$ cat src/rtl/txep_pkg.sv
package txep_pkg;
   // Control register bit positions (software decodes these)
   localparam int unsigned BIT_AUTO   = 7;
   localparam int unsigned BIT_ISO    = 6;
   localparam int unsigned BIT_DIR    = 5;
   localparam int unsigned BIT_DMAEN  = 4;
   localparam int unsigned BIT_FORCE  = 3;
   localparam int unsigned BIT_DMAMOD = 2;

   typedef struct packed {
      logic auto_arm;
      logic iso;
      logic dir_tx;
      logic dma_en;
      logic dma_mode;
   } ctl_fields_t;
endpackage

$ cat src/rtl/txep_ctl_regs.sv
module txep_ctl_regs
   import txep_pkg::*;
(
   input  logic        clk,
   input  logic        rst_n,
   input  logic        host_mode,
   input  logic        ctl_wr_en,
   input  logic [7:0]  ctl_wdata,
   output ctl_fields_t fields,
   output logic        iso_eff,
   output logic        force_now,
   output logic [7:0]  ctl_rdata
);
   ctl_fields_t f_q;

   always_ff @(posedge clk) begin
      if (!rst_n) begin
         f_q <= '0;
      end else if (ctl_wr_en) begin
         f_q.auto_arm <= ctl_wdata[BIT_AUTO];
         f_q.iso      <= ctl_wdata[BIT_ISO];
         f_q.dir_tx   <= ctl_wdata[BIT_DIR];
         f_q.dma_en   <= ctl_wdata[BIT_DMAEN];
         f_q.dma_mode <= ctl_wdata[BIT_DMAMOD];
      end
   end

   assign fields    = f_q;
   assign iso_eff   = f_q.iso & ~host_mode;
   assign force_now = ctl_wr_en & ctl_wdata[BIT_FORCE];

   always_comb begin
      ctl_rdata             = '0;
      ctl_rdata[BIT_AUTO]   = f_q.auto_arm;
      ctl_rdata[BIT_ISO]    = iso_eff;
      ctl_rdata[BIT_DIR]    = f_q.dir_tx;
      ctl_rdata[BIT_DMAEN]  = f_q.dma_en;
      ctl_rdata[BIT_DMAMOD] = f_q.dma_mode;
   end
endmodule

$ cat src/rtl/txep_pkt_track.sv
module txep_pkt_track #(
   parameter int unsigned CNT_W = 4
) (
   input  logic             clk,
   input  logic             rst_n,
   input  logic             auto_arm,
   input  logic [CNT_W-1:0] max_pkt,
   input  logic             force_now,
   input  logic             fifo_wr_en,
   input  logic             sw_arm,
   input  logic             pkt_done,
   input  logic             ovr_clr,
   output logic             fifo_push,
   output logic             fifo_flush,
   output logic             pkt_rdy,
   output logic [CNT_W-1:0] byte_cnt,
   output logic             overrun,
   output logic             done_ok
);
   logic [CNT_W-1:0] cnt_q;
   logic             rdy_q, ovr_q, flush_q;
   logic [CNT_W:0]   next_cnt;
   logic             fills;
   logic             cnt_sat;

   assign fifo_push = fifo_wr_en & ~rdy_q & ~force_now;
   assign done_ok   = pkt_done & rdy_q;
   assign next_cnt  = {1'b0, cnt_q} + 1'b1;
   assign cnt_sat   = &cnt_q;
   assign fills     = auto_arm & (max_pkt != '0) & (next_cnt == {1'b0, max_pkt});

   always_ff @(posedge clk) begin
      if (!rst_n) begin
         cnt_q <= '0;
         rdy_q <= 1'b0;
      end else if (force_now || done_ok) begin
         cnt_q <= '0;
         rdy_q <= 1'b0;
      end else begin
         if (fifo_push && !cnt_sat) cnt_q <= next_cnt[CNT_W-1:0];
         if ((fifo_push && fills) || sw_arm) rdy_q <= 1'b1;
      end
   end

   always_ff @(posedge clk) begin
      if (!rst_n) begin
         ovr_q   <= 1'b0;
         flush_q <= 1'b0;
      end else begin
         flush_q <= force_now;
         if (fifo_wr_en && rdy_q) ovr_q <= 1'b1;
         else if (ovr_clr)        ovr_q <= 1'b0;
      end
   end

   assign pkt_rdy    = rdy_q;
   assign byte_cnt   = cnt_q;
   assign overrun    = ovr_q;
   assign fifo_flush = flush_q;
endmodule

$ cat src/rtl/txep_toggle.sv
module txep_toggle (
   input  logic clk,
   input  logic rst_n,
   input  logic force_now,
   input  logic done_ok,
   input  logic iso_eff,
   output logic data_tog
);
   logic tog_q;

   always_ff @(posedge clk) begin
      if (!rst_n)                              tog_q <= 1'b0;
      else if (force_now || (done_ok && !iso_eff)) tog_q <= ~tog_q;
   end

   assign data_tog = tog_q;
endmodule

$ cat src/rtl/txep_dma_req.sv
module txep_dma_req #(
   parameter int unsigned CNT_W = 4
) (
   input  logic             dma_en,
   input  logic             dma_mode,
   input  logic             ep_is_tx,
   input  logic             pkt_rdy,
   input  logic [CNT_W-1:0] byte_cnt,
   input  logic [CNT_W-1:0] max_pkt,
   output logic             dma_req
);
   logic room;

   always_comb begin
      if (dma_mode) room = (byte_cnt < max_pkt);
      else          room = (byte_cnt == '0);
   end

   assign dma_req = dma_en & ep_is_tx & ~pkt_rdy & room;
endmodule

$ cat src/rtl/txep_pkt_ctrl.sv
module txep_pkt_ctrl
   import txep_pkg::*;
#(
   parameter int unsigned MAX_PKT_LIMIT = 64,
   parameter bit          SHARED_FIFO   = 1'b1,
   localparam int unsigned CNT_W        = $clog2(MAX_PKT_LIMIT + 1)
) (
   input  logic             clk,
   input  logic             rst_n,
   input  logic             host_mode,
   input  logic             ctl_wr_en,
   input  logic [7:0]       ctl_wdata,
   output logic [7:0]       ctl_rdata,
   input  logic [CNT_W-1:0] max_pkt,
   input  logic             fifo_wr_en,
   output logic             fifo_push,
   output logic             fifo_flush,
   input  logic             sw_arm,
   input  logic             pkt_done,
   input  logic             ovr_clr,
   output logic             pkt_rdy,
   output logic [CNT_W-1:0] byte_cnt,
   output logic             data_tog,
   output logic             dma_req,
   output logic             overrun,
   output logic             ep_is_tx
);
   initial begin
      if (MAX_PKT_LIMIT < 1 || MAX_PKT_LIMIT > 1024)
         $error("txep_pkt_ctrl: MAX_PKT_LIMIT must lie in 1..1024");
   end

   ctl_fields_t fields;
   logic        iso_eff, force_now, done_ok;

   txep_ctl_regs u_regs (
      .clk       (clk),
      .rst_n     (rst_n),
      .host_mode (host_mode),
      .ctl_wr_en (ctl_wr_en),
      .ctl_wdata (ctl_wdata),
      .fields    (fields),
      .iso_eff   (iso_eff),
      .force_now (force_now),
      .ctl_rdata (ctl_rdata)
   );

   txep_pkt_track #(.CNT_W(CNT_W)) u_track (
      .clk        (clk),
      .rst_n      (rst_n),
      .auto_arm   (fields.auto_arm),
      .max_pkt    (max_pkt),
      .force_now  (force_now),
      .fifo_wr_en (fifo_wr_en),
      .sw_arm     (sw_arm),
      .pkt_done   (pkt_done),
      .ovr_clr    (ovr_clr),
      .fifo_push  (fifo_push),
      .fifo_flush (fifo_flush),
      .pkt_rdy    (pkt_rdy),
      .byte_cnt   (byte_cnt),
      .overrun    (overrun),
      .done_ok    (done_ok)
   );

   txep_toggle u_tog (
      .clk       (clk),
      .rst_n     (rst_n),
      .force_now (force_now),
      .done_ok   (done_ok),
      .iso_eff   (iso_eff),
      .data_tog  (data_tog)
   );

   generate
      if (SHARED_FIFO) begin : g_shared
         assign ep_is_tx = fields.dir_tx;
      end else begin : g_dedicated
         assign ep_is_tx = 1'b1;
      end
   endgenerate

   txep_dma_req #(.CNT_W(CNT_W)) u_dma (
      .dma_en   (fields.dma_en),
      .dma_mode (fields.dma_mode),
      .ep_is_tx (ep_is_tx),
      .pkt_rdy  (pkt_rdy),
      .byte_cnt (byte_cnt),
      .max_pkt  (max_pkt),
      .dma_req  (dma_req)
   );
endmodule

$ cat config.mk
export PLATFORM = sky130hd
export DESIGN_NAME = txep_pkt_ctrl
export DESIGN_NICKNAME = d
export VERILOG_FILES = /design/src/rtl/txep_pkg.sv /design/src/rtl/txep_ctl_regs.sv /design/src/rtl/txep_pkt_track.sv /design/src/rtl/txep_toggle.sv /design/src/rtl/txep_dma_req.sv /design/src/rtl/txep_pkt_ctrl.sv
export SDC_FILE = /design/constraint.sdc
export NUM_CORES = 1
export LEC_CHECK = 0
export ABC_CLOCK_PERIOD_IN_PS = 3100
export BUFFER_PORTS_ARGS = -buffer_cell sky130_fd_sc_hd__buf_2
export CORE_UTILIZATION = 45
export CTS_CLUSTER_SIZE = 40
export DETAILED_ROUTE_END_ITERATION = 12
export GPL_TIMING_DRIVEN = 1
export PLACE_DENSITY = 0.84
export SKIP_LAST_GASP = 1
export SLEW_MARGIN = 20
export SYNTH_ARGS = -nofsm -noshare
export SYNTH_HDL_FRONTEND = slang
export SYNTH_SLANG_ARGS = --single-unit
$ cat constraint.sdc
create_clock -name clk -period 3.1 [get_ports clk]
set_clock_uncertainty 0.2 [all_clocks]
set_input_delay 0.775 -clock clk [delete_from_list [all_inputs] [get_ports clk]]
set_output_delay 0.775 -clock clk [all_outputs]
set_load 0.005 [all_outputs]
==> impl_metrics.ini, run 1 <==
[synthesis]
yosys_warnings = 0
yosys_register_bits = 16
avgSynthCellArea_um2 = 8.78
synth_largest_area_cell = dfxtp_1
synth_area_um2 = 1180
synth_edf_count = 0
ys_top_cells_by_area = dfxtp_1 27%, ha_1 9.5%, mux2i_1 5.9%, buf_4 5.7%, xor2_1 5.2%
synth_cells = 135
ys_seq_area_share_pct = 27.0
yosys.cell_count.top_type = dfxtp_1
synth_top_area_share_pct = 27.0
ys_types = 41
ys_async_sr_fraction_pct = 0
synth_common_cells = 16 x dfxtp_1, 11 x inv_1, 9 x buf_4, 9 x ha_1, 9 x nor2_1
ys.flop_type = dfxtp_1

[global_route]
grt_usage_pct = 19.5
first_global_vias = 945
grt_start_max_net_pins = 11
grt_overflow = 0
grt_pass1_wl_mm = 4.03
antenna_found_initial = 0

[clock_network]
cts_tree = yes
clkTransAtPathRegs_ps = 100
hold_buffers = 0
cts_htree_levels = 1
clk_latency_ps = 300
clock_path_buffers = 2
cts_buffers = 3
clock-sinks = 16
cts_root_buf = clkbuf_4

[min_path]
hp-class = reg -> reg
hp-start = u_track.overrun

[floorplan]
ios = 45
core_um2 = 2480
start_util_pct = 47.8
die_w_um = 53.3
die_area_um2 = 2840
die_h_um = 53.3
row_count = 18

[setup_path]
cp_cell_sequence = buf_2 > inv_1 > ha_1 > nor2b_1 > o21a_1 > o21ai_1 > a21oi_1 > nor4_2 > buf_2
criticalPathCategory = in -> out
max_stage_delay_ps = 270
required_ps = 2120
path_common_cell = buf_2
critPathCaptureType = output pin
critPathLaunch = max_pkt[1]
rr_startpoint = u_track.byte_cnt[1]
critPathSlowestCell = ha_1
crit_family = compound AO/OA/AOI/OAI gates
cp-start-kind = primary input
worst-path-max-fanout = 2
cp_data_arrival_time_ps = 1970
cp.buffers_inverters = 3

[timing]
rsz0062_at_grt = false
fmax_mhz = 339
setup_tns_ps = 0
finalMaxSlewViolations = 0
finalHoldViolCount = 0
final.min_clock_period_ps = 2950
setup_violations = 0
fin_crit_sh_pct = 95.1

[finish]
final_cells = 200
insertedDiodeCount = 0
drive_gt1_share_pct = 29.4
area_growth_pct = 16.7
finalCoreUtilization_pct = 55.8
num-nets-final = 203
fill_cells = 229

[placed_design]
dp_cells = 196
io_buffers = 39
gp_congestion = 0.862
dp_hpwl_mm = 1.99

[power]
max-vdd-ir-drop_mv = 0.238
swShare_pct = 26.8
p_int_mw = 0.329
seqPwrFrac_pct = 49.4
powerDensity_nw_per_um2 = 325
p_comb_share_pct = 18.9
power.leakage_nw = 0.708
p_sw_mw = 0.120
clock_power_share_pct = 31.7

[route]
antenna_left = 0
vias = 1063
drtPass1Iterations = 4
routedWlPerCell_um = 12.6
drt-total-wl_mm = 2.53
drt_drc_violations_left = 0
vias_per_cell = 5.32
drt-initial-drc-count = 24

[job]
drv_cap = 0

[run_status]
status = complete, no violations
[logic make-up after synthesis]
logic type               count (synthesis)  synth area share (%)
AO/OA/AOI/OAI                           21                  13.4
XOR/XNOR                                10                  8.55
adder cells (fa/ha/maj)                  9                  9.50
buffers and inverters                   23                  11.4
flip-flops                              16                  27.0
multiplexers                             7                  5.91
other                                    1                 0.316
AND/OR/NAND/NOR                         48                  23.9
[worst min-delay path, delay by kind of cell, from the launching register on]
kind               cells  cell delay (ps)
and+or+nand+nor        1               60
AOI/OAI and AO/OA      1               70
DFF                    1              320
[final timing paths]
path	to	slack, ps	cells past startpoint
worst min register to register	u_track.overrun	290	2
worst max-delay path	dma_req	150	9
worst min-delay path	u_track.overrun	290	2
worst max register to register	u_track.pkt_rdy	910	6
[state kept, by name (all words and copies together), names as in the netlist]
signal and count:
u_track.byte_cnt 7, u_tog.data_tog 1, u_track.pkt_rdy 1, u_track.fifo_flush 1, u_track.overrun 1, u_regs.fields 1, u_regs.ctl_rdata 4
[metal layers]
layer	share of wire [%]	global-route usage [%]
met1	43	23.8
met2	50	33.3
met3	4.8	2.87
met4	2.0	8.33
met5	0	0
[power groups by stage]
stage | sequential (mW) | combinational, mW | clock, mW
floorplan | 0.226 | 0.0547 | 0
global placement | 0.227 | 0.0818 | 0
detailed placement | 0.227 | 0.0842 | 0
CTS | 0.222 | 0.0848 | 0.145
global route | 0.224 | 0.0959 | 0.155
finish | 0.222 | 0.0850 | 0.142
[repair_timing]
action,in CTS,in global routing
setup endpoints to repair,0,1
hold endpoints to repair,0,0
resized for setup,0,1
buffers inserted,0,0
[metrics by stage]
| step | power [mW] | setup WS, ps | instance area (µm²) | hold WS, ps |
|---|---|---|---|---|
| detailed placement | 0.311 | 102 | 1350 | 281 |
| global route | 0.475 | 47.3 | 1380 | 307 |
| finish | 0.450 | 152 | 1380 | 293 |
| floorplan | 0.281 | 426 | 1190 | 270 |
| CTS | 0.453 | 88.1 | 1380 | 295 |
| global placement | 0.308 | 105 | 1350 | 263 |
[layout by cell type (no fill, tap or decap), types with 2 or more instances in the layout]
cell type | netlist | routed
a21oi_1 | 5 | 5
and2_1 | 2 | 2
and3_1 | 5 | 5
buf_2 | 0 | 39
buf_4 | 9 | 2
clkbuf_4 | 0 | 3
conb_1 | 1 | 3
dfxtp_1 | 16 | 16
ha_1 | 9 | 9
inv_1 | 11 | 11
mux2i_1 | 7 | 7
nand2_1 | 7 | 7
nand2b_1 | 3 | 3
nand3_1 | 2 | 2
nor2_1 | 9 | 9
nor2b_1 | 8 | 8
nor3_1 | 2 | 2
o21a_1 | 3 | 3
o21ai_0 | 4 | 3
xnor2_1 | 2 | 2
xor2_1 | 7 | 7
[cell type report]
cell class,instances,area [µm²],area share (%)
multi-input cells,98,737,53.3
flip-flops and latches,16,320,23.2
repair buffers,41,210,15.2
inverters,11,41.3,2.99
well taps,30,37.5,2.71
clock buffers,4,36.3,2.62
(Power assumes the default switching activity.)
==> inputs of run 2 (changes only) <==
==> constraint.sdc (replaced) <==
create_clock -name clk -period 3.1 [get_ports clk]
set_clock_uncertainty 0.2 [all_clocks]
set_input_delay 0.31 -clock clk [delete_from_list [all_inputs] [get_ports clk]]
set_output_delay 0.31 -clock clk [all_outputs]
set_load 0.005 [all_outputs]
==> impl_metrics.ini, run 2 (synthesized netlist as in run 1, its figures left out) <==
[power]
max-vdd-ir-drop_mv = 0.227
power.leakage_nw = 0.698
powerDensity_nw_per_um2 = 328

[route]
antenna_left = 0
drtPass1Iterations = 4
drt-total-wl_mm = 2.66
vias = 1038
routedWlPerCell_um = 13.4
drt-initial-drc-count = 14
vias_per_cell = 5.24
drt_drc_violations_left = 0

[finish]
multi_input_area_um2 = 737
layout_commonest_cell = buf_2
drive_gt1_share_pct = 28.6
insertedDiodeCount = 0
area_growth_pct = 15.4
finalCoreUtilization_pct = 55.2
register_area_um2 = 320
fill_cells = 231
num-nets-final = 201
final_cell_mix = 39 x buf_2, 16 x dfxtp_1, 11 x inv_1, 9 x nor2_1, 9 x ha_1
final_cell_area_um2 = 1370
largest_register_ffs = 7

[job]
drv_cap = 0

[floorplan]
die_area_um2 = 2840
die_h_um = 53.3
core_um2 = 2480
start_util_pct = 47.8
die_w_um = 53.3
row_count = 18
ios = 45

[global_route]
grt_usage_pct = 20.2
grt_start_max_net_pins = 12
antenna_found_initial = 0
first_global_vias = 935
grt_pass1_wl_mm = 4.15
grt_overflow = 0

[timing]
fin_crit_sh_pct = 84.1
setup_tns_ps = 0
finalHoldViolCount = 0
layout_setup_ws_ps = 493
hold_ws_ps = 66.4
finalMaxSlewViolations = 0
fmax_mhz = 384
setup_violations = 0
final.min_clock_period_ps = 2610
rsz0062_at_grt = false

[clock_network]
cts_htree_levels = 1
cts_tree = yes
clk_latency_ps = 290
clock-sinks = 16
cts_root_buf = clkbuf_4
cts_setup_buffers = 0
clkTransAtPathRegs_ps = 100
clock_path_buffers = 2
cts_resized = 0
hold_buffers = 0
cts_buffers = 3

[setup_path]
criticalPathCategory = reg -> out
worst-path-max-fanout = 11
cp_data_arrival_time_ps = 2100
critPathCaptureType = output pin
cp-start-kind = flop
required_ps = 2590
ff2ff_path_depth = 6

[placed_design]
gp_congestion = 0.865
io_buffers = 39
post-place-ws_ps = 801
dp_hpwl_mm = 2.09
place_area_um2 = 1330

[min_path]
hp-class = in -> reg
worstHoldPathCells = 3

[run_status]
status = complete, no violations
-- run 2: cell count changes in the layout (fill, tap and decap cells not counted), sizes merged --
cell | previous run | this run
buf | 41 | 39
-- run 2: final timing paths --
| check | from | slack [ps] | end |
|---|---|---|---|
| min reg2reg | u_track.overrun | 310 | u_track.overrun |
| min | ctl_wdata[2] | 70 | u_regs.ctl_rdata[2] |
| max | u_track.byte_cnt[4] | 490 | dma_req |
| max reg2reg | u_track.byte_cnt[1] | 840 | u_track.pkt_rdy |
-- run 2: cell type report --
cell class / count / share of cell area, %
multi-input cells: 98 / 53.9
repair buffers: 39 / 14.3
inverters: 11 / 3.02
clock buffers: 4 / 2.65
well taps: 30 / 2.74
flip-flops and latches: 16 / 23.4
-- run 2: layer usage --
layer / share of wire (%) / global-route usage [%] / vias up
met5: 0 / 0 / -
met4: 1.2 / 7.89 / 0
met3: 2.8 / 1.72 / 4
met2: 52 / 35.4 / 21
met1: 44 / 24.9 / 488
li1: - / - / 525
-- run 2: report_power, final --
group	total, mW	switching, mW	internal (mW)
clock	0.141	0.0696	0.0716
sequential	0.222	0.00816	0.214
combinational	0.0848	0.0425	0.0422
total	0.448	0.120	0.328
-- run 2: through the flow --
step	instances	total power [mW]
after floorplan	137	0.281
after global placement	194	0.307
after detailed placement	194	0.311
after CTS	198	0.451
after global routing	198	0.474
final	198	0.448
-- run 2: critical path, stage by stage, from the launching register on --
cell	delay, ps
dfxtp_1	450
or4_4	590
nor4b_2	280
a21oi_1	80
nor4_2	260
buf_2	160
==> inputs of run 3 (changes only) <==
--- a/config.mk
+++ b/config.mk
@@ -5,13 +5,13 @@
 export SDC_FILE = /design/constraint.sdc
 export NUM_CORES = 1
 export LEC_CHECK = 0
-export ABC_CLOCK_PERIOD_IN_PS = 3100
+export ABC_CLOCK_PERIOD_IN_PS = 2100
 export BUFFER_PORTS_ARGS = -buffer_cell sky130_fd_sc_hd__buf_2
-export CORE_UTILIZATION = 45
+export CORE_UTILIZATION = 44
 export CTS_CLUSTER_SIZE = 40
 export DETAILED_ROUTE_END_ITERATION = 12
 export GPL_TIMING_DRIVEN = 1
-export PLACE_DENSITY = 0.84
+export PLACE_DENSITY = 0.86
 export SKIP_LAST_GASP = 1
 export SLEW_MARGIN = 20
 export SYNTH_ARGS = -nofsm -noshare
==> constraint.sdc (replaced) <==
create_clock -name clk -period 2.1 [get_ports clk]
set_clock_uncertainty 0.2 [all_clocks]
set_input_delay 0.21 -clock clk [delete_from_list [all_inputs] [get_ports clk]]
set_output_delay 0.21 -clock clk [all_outputs]
set_load 0.005 [all_outputs]
==> impl_metrics.ini, run 3 (synthesized netlist as in run 1, its figures left out) <==
[floorplan]
die_area_um2 = 2900
die_w_um = 53.9
start_util_pct = 47.4
core_um2 = 2500
die_h_um = 53.9
ios = 45
row_count = 18

[power]
powerDensity_nw_per_um2 = 453
seqPwrFrac_pct = 48.3
max-vdd-ir-drop_mv = 0.340
p_comb_share_pct = 20.5
p_sw_mw = 0.183
clock_power_share_pct = 31.1
swShare_pct = 26.9
power.leakage_nw = 0.767
p_int_mw = 0.496

[route]
routedWlPerCell_um = 13.5
drt_drc_violations_left = 0
vias = 1117
antenna_left = 0
drtPass1Iterations = 4
drt-total-wl_mm = 2.87
drt-initial-drc-count = 36
vias_per_cell = 5.27

[finish]
finalCoreUtilization_pct = 59.9
layout_commonest_cell = buf_2
num-nets-final = 215
final_cell_mix = 39 x buf_2, 13 x dfxtp_1, 11 x inv_1, 9 x nor2_1, 9 x ha_1
area_growth_pct = 26.4
drive_gt1_share_pct = 31.9
largest_register_ffs = 7
insertedDiodeCount = 0

[setup_path]
max_stage_delay_ps = 520
cp_data_arrival_time_ps = 1770
cp_cell_sequence = or4_4 > nor4b_2 > a21oi_1 > nor4_2 > buf_2
criticalPathCategory = reg -> out
cp-start-kind = flop
crit_family = simple AND/OR/NAND/NOR gates
required_ps = 1690
critPathCaptureType = output pin
critPathSlowestCell = or4_4
cp.buffers_inverters = 1
worst-path-max-fanout = 2

[run_status]
status = finished with violations
violations = negative setup slack

[job]
drv_cap = 0

[timing]
finalMaxSlewViolations = 0
setup_violations = 1
layout_setup_ws_ps = -80.5
fmax_mhz = 459
rsz0062_at_grt = true
finalHoldViolCount = 0
final.min_clock_period_ps = 2180
fin_crit_sh_pct = 104

[min_path]
hp-class = in -> reg

[clock_network]
clock-sinks = 16
cts_root_buf = clkbuf_4
cts_htree_levels = 1
clk_latency_ps = 300
cts_setup_buffers = 0
cts_buffers = 3
clkTransAtPathRegs_ps = 100
clock_path_buffers = 2
cts_tree = yes

[global_route]
grt_overflow = 0
grt_start_max_net_pins = 11
grt_usage_pct = 21.7
grt_pass1_wl_mm = 4.46
first_global_vias = 1003
antenna_found_initial = 0

[placed_design]
dp_hpwl_mm = 2.06
gp_congestion = 0.893
post-place-ws_ps = 74.1
io_buffers = 39
-- run 3: changes by cell type in the layout (fill, tap and decap cells not counted), moves of 3 or more --
cell	delta
buf_4	+6
dlygate4sd3_1	+8
dfxtp_1	-3
dfxtp_2	+3
-- run 3: repair_timing --
item / in CTS / in global routing
pin swaps: 3 / 0
hold buffers: 8 / 0
endpoints found under the setup margin: 1 / 6
gates resized for setup: 3 / 2
hold endpoints to repair: 7 / 0
-- run 3: final cells by class --
| class | count | area, µm² |
|---|---|---|
| Sequential cell | 16 | 324 |
| Clock buffer | 4 | 36.3 |
| Fill cell | 222 | 1000 |
| Timing Repair Buffer | 53 | 320 |
| Multi-Input combinational cell | 98 | 738 |
| Inverter | 11 | 41.3 |
| Tap cell | 30 | 37.5 |
-- run 3: worst min-delay path, cell delays in order --
cell	delay, ps
buf_2	80
mux2i_1	60
nor2b_1	130
-- run 3: path summary, 6_finish.rpt --
kind                                            end  depth (start not counted)  slack [ps]           startpoint
worst min-delay path            u_regs.ctl_rdata[5]                          3          20         ctl_wdata[5]
worst max register to register  u_track.byte_cnt[5]                          6         110  u_track.byte_cnt[0]
worst min register to register     u_regs.fields[3]                          2         320     u_regs.fields[3]
worst max-delay path                        dma_req                          5         -80  u_track.byte_cnt[5]
-- run 3: through the flow --
stage / instance area (µm²) / setup TNS, ps / std cells / hold WS (ps) / power (mW)
2_1_floorplan: 1190 / 0 / 137 / 132 / 0.415
4_1_cts: 1500 / -105 / 212 / 18.3 / 0.678
3_5_place_dp: 1380 / 0 / 200 / 271 / 0.461
3_3_place_gp: 1380 / 0 / 200 / 263 / 0.459
6_report: 1500 / -80.5 / 212 / 20.5 / 0.679
5_1_grt: 1500 / -181 / 212 / 16.8 / 0.712
-- run 3: power by group through the flow --
stage	combinational [mW]	clock, mW	sequential (mW)
finish	0.139	0.212	0.328
floorplan	0.0808	0	0.334
global placement	0.125	0	0.334
CTS	0.139	0.211	0.328
global route	0.155	0.227	0.330
detailed placement	0.126	0	0.335
-- run 3: layer usage --
metal / global-route usage [%] / part of all wire (%) / up-vias
met2: 35.8 / 49 / 40
met1: 28.1 / 43 / 526
met5: 0 / 0 / -
met4: 10.5 / 2.0 / 0
met3: 1.98 / 5.4 / 5
li1: - / - / 546
